===== config.mk =====
export PLATFORM = sky130hd
export DESIGN_NAME = cwb_cache
export DESIGN_NICKNAME = d
export VERILOG_FILES = /design/src/rtl/cwb_pkg.sv /design/src/rtl/cwb_lookup.sv /design/src/rtl/cwb_victim.sv /design/src/rtl/cwb_cache.sv
export SDC_FILE = /design/constraint.sdc
export NUM_CORES = 2
export LEC_CHECK = 0
export BUFFER_PORTS_ARGS = -buffer_cell sky130_fd_sc_hd__buf_4
export CAP_MARGIN = 10
export CORE_MARGIN = 4
export CORE_UTILIZATION = 30
export CTS_CLUSTER_SIZE = 12
export DETAILED_ROUTE_END_ITERATION = 16
export HOLD_SLACK_MARGIN = 0.15
export PLACE_DENSITY = 0.47
export SETUP_SLACK_MARGIN = 0.1
export SYNTH_ARGS = -nofsm -noshare
export SYNTH_HDL_FRONTEND = slang
export SYNTH_SLANG_ARGS = --single-unit

===== constraint.sdc =====
create_clock -name clk -period 3.9 [get_ports clk]
set_input_delay 0.195 -clock clk [delete_from_list [all_inputs] [get_ports clk]]
set_output_delay 0.195 -clock clk [all_outputs]
set_load 0.01 [all_outputs]

===== src/rtl/cwb_pkg.sv =====
`timescale 1ns/1ps
package cwb_pkg;

    // Miss-handling sequence of the controller
    typedef enum logic [1:0] {
        ST_IDLE  = 2'd0,
        ST_WBACK = 2'd1,
        ST_FILL  = 2'd2
    } cwb_state_e;

    localparam int WORD_BITS  = 32;
    localparam int WORD_BYTES = 4;

endpackage


===== src/rtl/cwb_lookup.sv =====
`timescale 1ns/1ps
module cwb_lookup #(
    parameter int WAYS  = 2,
    parameter int TAG_W = 10,
    parameter int WAY_W = 1
) (
    input  logic                        clk,
    input  logic                        rst_n,
    input  logic [WAYS-1:0]             valid_i,
    input  logic [WAYS-1:0][TAG_W-1:0]  tags_i,
    input  logic [TAG_W-1:0]            tag_i,
    output logic                        hit_o,
    output logic [WAY_W-1:0]            way_o
);

    logic [WAYS-1:0] match;

    for (genvar w = 0; w < WAYS; w++) begin : g_cmp
        assign match[w] = valid_i[w] && (tags_i[w] == tag_i);
    end

    always_comb begin
        way_o = '0;
        for (int w = 0; w < WAYS; w++) begin
            if (match[w]) way_o = WAY_W'(w);
        end
    end

    assign hit_o = |match;

    // a tag is never held twice in one set, so at most one way matches
    a_r3_single_match: assert property (@(posedge clk) disable iff (!rst_n)
        $onehot0(match));

endmodule


===== src/rtl/cwb_victim.sv =====
`timescale 1ns/1ps
module cwb_victim #(
    parameter int WAYS  = 2,
    parameter int WAY_W = 1
) (
    input  logic [WAYS-1:0]  valid_i,
    input  logic [WAY_W-1:0] mru_i,
    output logic [WAY_W-1:0] way_o
);

    logic found;

    // Lowest empty way first; otherwise lowest way that is not the MRU one
    always_comb begin
        way_o = '0;
        found = 1'b0;
        for (int w = 0; w < WAYS; w++) begin
            if (!found && !valid_i[w]) begin
                way_o = WAY_W'(w);
                found = 1'b1;
            end
        end
        for (int w = 0; w < WAYS; w++) begin
            if (!found && (WAY_W'(w) != mru_i)) begin
                way_o = WAY_W'(w);
                found = 1'b1;
            end
        end
    end

endmodule


===== src/rtl/cwb_cache.sv =====
`timescale 1ns/1ps
module cwb_cache
    import cwb_pkg::*;
#(
    parameter int ADDR_W      = 16,
    parameter int BLOCK_BYTES = 16,
    parameter int SETS        = 4,
    parameter int WAYS        = 2
) (
    input  logic                       clk,
    input  logic                       rst_n,
    input  logic                       cpu_req,
    input  logic                       cpu_we,
    input  logic [ADDR_W-1:0]          cpu_addr,
    input  logic [31:0]                cpu_wdata,
    output logic                       cpu_ready,
    output logic [31:0]                cpu_rdata,
    output logic                       mem_req,
    output logic                       mem_we,
    output logic [ADDR_W-1:0]          mem_addr,
    output logic [BLOCK_BYTES*8-1:0]   mem_wdata,
    input  logic [BLOCK_BYTES*8-1:0]   mem_rdata,
    input  logic                       mem_ack
);

    localparam int OFF_W   = $clog2(BLOCK_BYTES);
    localparam int IDX_W   = $clog2(SETS);
    localparam int TAG_W   = ADDR_W - IDX_W - OFF_W;
    localparam int BLK_N_W = ADDR_W - OFF_W;
    localparam int WAY_W   = (WAYS > 1) ? $clog2(WAYS) : 1;
    localparam int BLOCK_W = BLOCK_BYTES * 8;
    localparam int WPB     = BLOCK_BYTES / WORD_BYTES;
    localparam int WSEL_W  = (WPB > 1) ? $clog2(WPB) : 1;

    typedef struct packed {
        cwb_state_e                                fsm;
        logic [WAY_W-1:0]                          vway;
        logic [BLK_N_W-1:0]                        mblk;
        logic [SETS-1:0][WAYS-1:0]                 valid;
        logic [SETS-1:0][WAYS-1:0]                 dirty;
        logic [SETS-1:0][WAYS-1:0][TAG_W-1:0]      tag;
        logic [SETS-1:0][WAYS-1:0][BLOCK_W-1:0]    data;
        logic [SETS-1:0][WAY_W-1:0]                mru;
    } ctl_t;

    ctl_t ctl_d, ctl_q;

    // Address fields of the current request
    logic [TAG_W-1:0]  a_tag;
    logic [IDX_W-1:0]  a_idx;
    logic [WSEL_W-1:0] a_wsel;
    assign a_tag  = cpu_addr[ADDR_W-1 -: TAG_W];
    assign a_idx  = cpu_addr[OFF_W +: IDX_W];
    assign a_wsel = WSEL_W'(cpu_addr[OFF_W-1:2]);

    // Fields of the block under miss handling
    logic [IDX_W-1:0] m_idx;
    logic [TAG_W-1:0] m_tag;
    assign m_idx = ctl_q.mblk[IDX_W-1:0];
    assign m_tag = ctl_q.mblk[BLK_N_W-1:IDX_W];

    logic             hit;
    logic [WAY_W-1:0] hit_way;
    logic [WAY_W-1:0] vic_way;

    cwb_lookup #(.WAYS(WAYS), .TAG_W(TAG_W), .WAY_W(WAY_W)) u_lookup (
        .clk     (clk),
        .rst_n   (rst_n),
        .valid_i (ctl_q.valid[a_idx]),
        .tags_i  (ctl_q.tag[a_idx]),
        .tag_i   (a_tag),
        .hit_o   (hit),
        .way_o   (hit_way)
    );

    cwb_victim #(.WAYS(WAYS), .WAY_W(WAY_W)) u_victim (
        .valid_i (ctl_q.valid[a_idx]),
        .mru_i   (ctl_q.mru[a_idx]),
        .way_o   (vic_way)
    );

    logic [BLOCK_W-1:0] hit_line;
    assign hit_line  = ctl_q.data[a_idx][hit_way];
    assign cpu_ready = (ctl_q.fsm == ST_IDLE) && hit;
    assign cpu_rdata = hit_line[a_wsel*WORD_BITS +: WORD_BITS];

    assign mem_req   = (ctl_q.fsm != ST_IDLE);
    assign mem_we    = (ctl_q.fsm == ST_WBACK);
    assign mem_wdata = ctl_q.data[m_idx][ctl_q.vway];
    assign mem_addr  = (ctl_q.fsm == ST_WBACK)
                     ? {ctl_q.tag[m_idx][ctl_q.vway], m_idx, {OFF_W{1'b0}}}
                     : {ctl_q.mblk, {OFF_W{1'b0}}};

    always_comb begin
        ctl_d = ctl_q;
        case (ctl_q.fsm)
            ST_IDLE: begin
                if (cpu_req) begin
                    if (hit) begin
                        ctl_d.mru[a_idx] = hit_way;
                        if (cpu_we) begin
                            ctl_d.data[a_idx][hit_way][a_wsel*WORD_BITS +: WORD_BITS] = cpu_wdata;
                            ctl_d.dirty[a_idx][hit_way] = 1'b1;
                        end
                    end else begin
                        ctl_d.vway = vic_way;
                        ctl_d.mblk = cpu_addr[ADDR_W-1:OFF_W];
                        ctl_d.fsm  = (ctl_q.valid[a_idx][vic_way] && ctl_q.dirty[a_idx][vic_way])
                                   ? ST_WBACK : ST_FILL;
                    end
                end
            end
            ST_WBACK: begin
                if (mem_ack) begin
                    ctl_d.dirty[m_idx][ctl_q.vway] = 1'b0;
                    ctl_d.fsm = ST_FILL;
                end
            end
            ST_FILL: begin
                if (mem_ack) begin
                    ctl_d.data[m_idx][ctl_q.vway]  = mem_rdata;
                    ctl_d.tag[m_idx][ctl_q.vway]   = m_tag;
                    ctl_d.valid[m_idx][ctl_q.vway] = 1'b1;
                    ctl_d.dirty[m_idx][ctl_q.vway] = 1'b0;
                    ctl_d.mru[m_idx]               = ctl_q.vway;
                    ctl_d.fsm                      = ST_IDLE;
                end
            end
            default: ctl_d.fsm = ST_IDLE;
        endcase
    end

    always_ff @(posedge clk) begin
        if (!rst_n) ctl_q <= '0;
        else        ctl_q <= ctl_d;
    end

    // Input assumption: word-aligned processor addresses
    a_in_aligned: assert property (@(posedge clk) disable iff (!rst_n)
        cpu_req |-> (cpu_addr[1:0] == 2'b00));

    // processor stalled while memory is busy
    a_r10_stall: assert property (@(posedge clk) disable iff (!rst_n)
        mem_req |-> !cpu_ready);

    // memory request held steady until acknowledged
    a_r10_hold: assert property (@(posedge clk) disable iff (!rst_n)
        (mem_req && !mem_ack) |=> (mem_req && $stable(mem_addr) && $stable(mem_we)));

    // a finished write-back is followed by a block fetch
    a_r5_wb_then_fill: assert property (@(posedge clk) disable iff (!rst_n)
        (mem_req && mem_we && mem_ack) |=> (mem_req && !mem_we));

    // with an empty way present, the chosen line is empty
    a_r8_empty_first: assert property (@(posedge clk) disable iff (!rst_n)
        (ctl_q.fsm == ST_IDLE && cpu_req && !hit && !(&ctl_q.valid[a_idx]))
        |=> !ctl_q.valid[$past(a_idx)][ctl_q.vway]);

    if (WAYS > 1) begin : g_nmru_chk
        // in a full set the victim differs from the MRU way
        a_r9_not_mru: assert property (@(posedge clk) disable iff (!rst_n)
            (ctl_q.fsm == ST_IDLE && cpu_req && !hit && (&ctl_q.valid[a_idx]))
            |=> (ctl_q.vway != $past(ctl_q.mru[a_idx])));
    end

endmodule


# Word-level counts from Yosys, hierarchy flattened
# Index checks and enable logic that the tools add are counted.
dict set report totals {
  wordCells 162
  output_inout_bits 179
  mem_count 0
  regBits 1139
  inputBits 181
  latchBits 0
  ram_bits 0
  mem_bits_ro 0
}
dict set report op_classes {
  n_reduce_logical 25
  multipliers 0
  magnitude_cmp 9
  div_mod_pow 0
  n_bitwise 6
  mux 77
  n_shift 3
  addsub 1
  n_eq_ne 10
}
# operator n
set op_table {}
lappend op_table {{1028-bit 2-to-1 mux} 2}
lappend op_table {{1028-bit case mux with 2 select lines} 1}
lappend op_table {{1024-bit bitwise mux} 2}
lappend op_table {{1116-bit 2-to-1 mux} 1}
lappend op_table {{256-bit binary-select mux with 2-bit select} 2}
lappend op_table {{256-bit demux with 2-bit select} 2}
lappend op_table {{1024-bit 2-to-1 mux} 1}
lappend op_table {{256-bit 2-to-1 mux} 4}
lappend op_table {{128-bit 2-to-1 mux} 6}
lappend op_table {{128-bit demux with 1-bit select} 2}
lappend op_table {{32-bit by 34-bit variable shift with 128-bit output (first input constant)} 1}
lappend op_table {{128-bit by 8-bit variable part select with 32-bit output} 1}
lappend op_table {{32-bit by 34-bit variable part select with 128-bit output} 1}
lappend op_table {{20-bit binary-select mux with 2-bit select} 2}
lappend op_table {{80-bit bitwise mux} 1}
lappend op_table {{20-bit 2-to-1 mux} 3}
lappend op_table {{20-bit demux with 2-bit select} 1}
lappend op_table {{7-bit negator with 34-bit output} 1}
lappend op_table {{8-bit 2-to-1 mux} 4}
lappend op_table {{10-bit 2-to-1 mux} 3}
lappend op_table {{15-bit 2-to-1 mux} 2}
lappend op_table {{8-bit case mux with 3 select lines} 1}
lappend op_table {{10-bit equality test} 2}
lappend op_table {{1-bit 2-to-1 mux} 16}
lappend op_table {{33 further kinds} 69}

# Logic depth before layout (Yosys ltp)
dict set report logic_depth {
  word_depth 18
  mapped_depth 16
  ltp_nobuf 9
}

# Cells and area by module
# Synthesis repeated with hierarchy kept, for this count alone.
dict set report hier_totals {
  hier_cells 7253
  area_unflattened_um2 69750.6
}
# module seq_area_each_um2 cells_per_inst n_inst area_per_inst_um2
set modules_own_cells {}
lappend modules_own_cells {cwb_cache 22801.9 7224 1 69510.4}
lappend modules_own_cells {cwb_lookup 0.0 28 1 229.0}
lappend modules_own_cells {cwb_victim 0.0 1 1 11.3}

# Worst setup path before layout
# No wires, ideal clock.
dict set report synth_timing {
  path_kind {input -> output}
  start {input cpu_addr[4]}
  end {output cpu_rdata[15]}
  required_time_ns 3.705
  arrival_time_ns 2.758
  slack_ns 0.947
  path_stages 11
  n_path_buf 5
  cell_sequence {buf_6 mux4_2 xnor2_1 nand4_2 nor3_2 buf_2 buf_2 buf_2 buf_2 a211oi_1 a211oi_1}
}
dict set report synth_via {
  elab_chain_cells 8
  word_cells_on_any_way 12
  cone_classes {1 x eq/ne; 1 x shift; 9 x mux; 1 x reduce/logical}
}
# element line_no
set synth_rtl {}
lappend synth_rtl {{start, declared} cwb_cache.sv:14} ;# input logic [ADDR_W-1:0] cpu_addr,
lappend synth_rtl {{20-bit binary-select mux with 2-bit select} cwb_cache.sv:70} ;# .tags_i (ctl_q.tag[a_idx]),
lappend synth_rtl {{20-bit 2-to-1 mux (implied by the code)} cwb_cache.sv:70}
lappend synth_rtl {{10-bit equality test} cwb_lookup.sv:19} ;# assign match[w] = valid_i[w] && (tags_i[w] == tag_i);
lappend synth_rtl {{1-bit logical AND} cwb_lookup.sv:19}
lappend synth_rtl {{1-bit 2-to-1 mux} cwb_lookup.sv:25} ;# if (match[w]) way_o = WAY_W'(w);
lappend synth_rtl {{128-bit 2-to-1 mux (implied by the code) (*) (2 in series)} cwb_cache.sv:83} ;# assign hit_line = ctl_q.data[a_idx][hit_way];
lappend synth_rtl {{128-bit by 8-bit variable part select with 32-bit output (*)} cwb_cache.sv:85} ;# assign cpu_rdata = hit_line[a_wsel*WORD_BITS +: WORD_BITS];
lappend synth_rtl {{end, declared} cwb_cache.sv:17} ;# output logic [31:0] cpu_rdata,
# Every way passes the cells marked *; elsewhere a longest branch is shown, timed or not. The select of a mux whose other input is x is not followed.

# Final worst setup path
dict set report layout_timing {
  start {register ctl_q[1047] (netlist name)}
  end {output cpu_rdata[2]}
}
dict set report layout_via {
  elab_chain_cells 8
}
# element line_no
set layout_rtl {}
lappend layout_rtl {{start, declared} cwb_cache.sv:46} ;# ctl_t ctl_d, ctl_q;
lappend layout_rtl {{start signal, assigned} cwb_cache.sv:135} ;# else ctl_q <= ctl_d;
lappend layout_rtl {{20-bit binary-select mux with 2-bit select} cwb_cache.sv:70}
lappend layout_rtl {{20-bit 2-to-1 mux (implied by the code)} cwb_cache.sv:70}
lappend layout_rtl {{10-bit equality test} cwb_lookup.sv:19}
lappend layout_rtl {{1-bit logical AND} cwb_lookup.sv:19}
lappend layout_rtl {{1-bit 2-to-1 mux} cwb_lookup.sv:25}
lappend layout_rtl {{128-bit 2-to-1 mux (implied by the code) (2 in series)} cwb_cache.sv:83}
lappend layout_rtl {{128-bit by 8-bit variable part select with 32-bit output} cwb_cache.sv:85}
# No other way between the ends. The select of a mux whose other input is x is not followed.

==> flow_metrics.env <==
export IMPL_dpl_instance_area_sq_um=78880
export IMPL_synth_top_area_frac=0.3174
export IMPL_yosys_area_top_type="dfxtp_1"
export IMPL_cp_data_arrival_time_ps=3920
export IMPL_drive_gt1_frac=0.2180
export IMPL_place_congestion=0.8820
export IMPL_maxCapViolations=0
export IMPL_final_nets=8766
export IMPL_clkTransAtPathRegs_ps=60
export IMPL_seq_area_frac_synth=0.3174
export IMPL_largest_register_ffs=1139
export IMPL_postSynthCellCount=8548
export IMPL_dp_hpwl_um=235400
export IMPL_io_pins=360
export IMPL_synthArstFlopShare=0
export IMPL_grt_pass1_wl_um=552200
export IMPL_antenna_found_initial=64
export IMPL_violations="negative setup slack"
export IMPL_first_iter_violations=10170
export IMPL_syn_area_per_cell_sq_um=8.405
export IMPL_synthSimpleGateAreaFrac=0.1790
export IMPL_cts_buffer_depth=3
export IMPL_worstHoldPathType="input port to register"
export IMPL_synth_fa_ha_area_frac=0.001567
export IMPL_startpoint="ctl_q[1047]"
export IMPL_fin_ws_ps=-215.0
export IMPL_cts_max_level=4
export IMPL_worstPathRequired_ps=3700
export IMPL_avgRoutedWirePerCell_um=33.17
export IMPL_rsz0062_at_grt="true"
export IMPL_hold_viol=0
export IMPL_cts_sinks=1139
export IMPL_path_class="register to primary output"
export IMPL_p_per_area_nw_per_um2=343.6
export IMPL_cts_tree="built"
export IMPL_synth_area_leaders="dfxtp_1 (32%), mux4_2 (18%), nand2_1 (8.3%)"
export IMPL_ant_nets=0
export IMPL_status="complete, but fails checks"
export IMPL_design_area_sq_um=87330
export IMPL_synth_seq_cells=1139
export IMPL_r2r_end="ctl_q[60]"
export IMPL_relSlewSlack=0.1738
export IMPL_muxShareOfSynthArea=0.2127
export IMPL_chipWidth_um=497.4
export IMPL_synth_edff_count=0
export IMPL_fin_skew_ps=37.21
export IMPL_synthDistinctLibCells=62
export IMPL_regMostFlops="ctl_q"
export IMPL_post_route_period_util=1.055
export IMPL_route_vias_total=75670
export IMPL_via_per_inst=6.357
export IMPL_track_usage=0.3039
export IMPL_cellLeakagePower_uw=0.02691
export IMPL_syn2layout_area_growth_pct=21.56
export IMPL_fmax_ghz=0.2430
export IMPL_firstDrtPassIters=7
export IMPL_r2r_slack_ps=180
export IMPL_synth_area_sq_um=71840
export IMPL_max_slew_worst_pin_slew_ps=1239
export IMPL_routed_wl_um=394900
export IMPL_synth_compound_area_frac=0.2184
export IMPL_grt_pass1_vias=71410
export IMPL_grt_overflow=0
export IMPL_maxSlewViolCount=0
export IMPL_drc=0
export IMPL_port_buffers=353
export IMPL_numCtsBuffers=146
export IMPL_min_period_ps=4115
export IMPL_row_count=179
export IMPL_die_area_sq_um=247400
export IMPL_synth_ff_type="dfxtp_1"
export IMPL_core_area_sq_um=238100
export IMPL_synthXorXnorAreaFrac=0.002752
export IMPL_initial_core_util=0.3018
export IMPL_endpoint="cpu_rdata[2]"
export IMPL_die_y_um=497.4
export IMPL_r2r_cells=12
export IMPL_start_kind="register"
export IMPL_endpoint_kind="primary output"
export IMPL_insertion_delay_ps=850
export IMPL_critPathMaxFanout=8
export IMPL_synth_top_family_by_area="compound AO/OA/AOI/OAI gates"
export IMPL_reg_top3="ctl_q (1139)"
export IMPL_grt_max_degree=242
export IMPL_ys_warn_count=0
export IMPL_clock_root_buffer="clkbuf_16"
export IMPL_setup_viol=32
export IMPL_ir_worst_vdd_mv=0.5022
export IMPL_fin_hold_ws_ps=276.9
export IMPL_r2r_start="ctl_q[1099]"
## area by class of cell
cell class	instances	area, sq um
fillers	24020	150700
clock inverters	42	505.5
repair buffers	1018	10170
inverters	10	45.04
flip-flops and latches	1139	22820
multi-input cells	6261	45370
clock buffers	218	4339
well taps	3167	3963
diodes	48	120.1
## cell families after synthesis
family / Yosys count
and+or+nand+nor: 2823
AOI/OAI and AO/OA: 2631
buffers and inverters: 1151
DFF: 1139
muxes: 774
xor gates and xnor gates: 20
adders and majority gates: 9
other: 1
## cells in the mapped netlist, types with 4 or more instances
master,instances
nand2_1,1598
dfxtp_1,1139
clkbuf_1,766
a21oi_1,646
o21ai_0,635
nand4_1,633
mux4_2,589
o21ai_1,434
a211oi_1,395
o31ai_1,287
nor2_1,256
buf_1,162
a32oi_1,131
mux2_2,129
and2_1,109
nor3_1,90
nand3_1,80
buf_2,77
buf_4,77
mux2i_1,56
a22oi_1,46
clkbuf_2,41
buf_6,18
xnor2_1,17
and2_0,16
ha_1,9
nor2b_1,9
o311ai_1,9
o311ai_0,8
inv_1,7
nand2b_1,7
a311oi_1,5
and3_1,5
o2111ai_1,5
o211a_1,5
nor4_1,4
o211ai_1,4
o221a_2,4
## routing by layer
layer / vias to the layer above / global-route usage / part of all wire
li1: 32160 / - / -
met1: 37520 / 0.3840 / 0.39
met3: 1097 / 0.08853 / 0.11
met4: 26 / 0.2031 / 0.073
met2: 4871 / 0.4487 / 0.43
met5: - / 0 / 0.00043
## placed cells by master (no fill, tap or decap), drive strengths merged, types with 20 or more instances in the layout
cell            n
nand3          80
o31ai         287
nor3           91
and2          125
dfxtp        1139
a21oi         646
mux2          129
a32oi         131
o21ai        1069
dlygate4sd3   238
a211oi        395
buf           775
nand2        1598
diode          48
mux4          589
mux2i          56
clkinv         29
a22oi          46
nor2          256
clkbuf        222
nand4         635
xnor2          20
## power breakdown
group	total, uW	switching [uW]	leakage [uW]	internal, uW
clock	14200	5950	0.00239	8220
combinational	4090	2940	0.0153	1150
sequential	11700	66.5	0.00918	11700
total	30000	8960	0.0269	21000
## worst min-delay path by stage
stage,from,to,slack (ps),depth (start not counted)
after detailed placement,ctl_q[523],ctl_q[523],450,2
after floorplan,cpu_addr[15],ctl_q[1135],340,2
after CTS,cpu_addr[5],ctl_q[1136],180,5
after global routing,mem_rdata[113],ctl_q[629],310,4
after global placement,ctl_q[395],ctl_q[395],440,2
final,cpu_addr[5],ctl_q[1136],280,5
## worst max-delay path, stage by stage (launching register included)
cell,delay [ps]
dfxtp_1,330
mux4_2,530
xnor2_4,250
nand4_4,120
nor3_4,240
buf_12,190
buf_12,140
mux4_2,680
nor2_4,190
a211oi_2,50
buf_4,210
buf_6,120
## timing repair
action,4_1_cts,5_1_grt
endpoints found under the setup margin,33,40
setup buffers,19,15
gates cloned,2,4
hold buffers,238,0
hold endpoints to repair,1051,0
gates resized for setup,123,29
pin swaps,14,18
## through the flow
step           power, uW  cells  setup TNS, ps  utilization  worst slack, ps
2_1_floorplan      13860   8551              0            -            947.4
3_3_place_gp       15680  11320         -164.4       0.3313           -142.2
3_5_place_dp       15700  11320         -139.3       0.3313           -139.3
4_1_cts            29990  11840          -5003       0.3650           -246.7
5_1_grt            30640  11870          -7917       0.3665           -307.8
6_report           30000  11900          -4136       0.3668           -215.0
(Power assumes the default switching activity.)
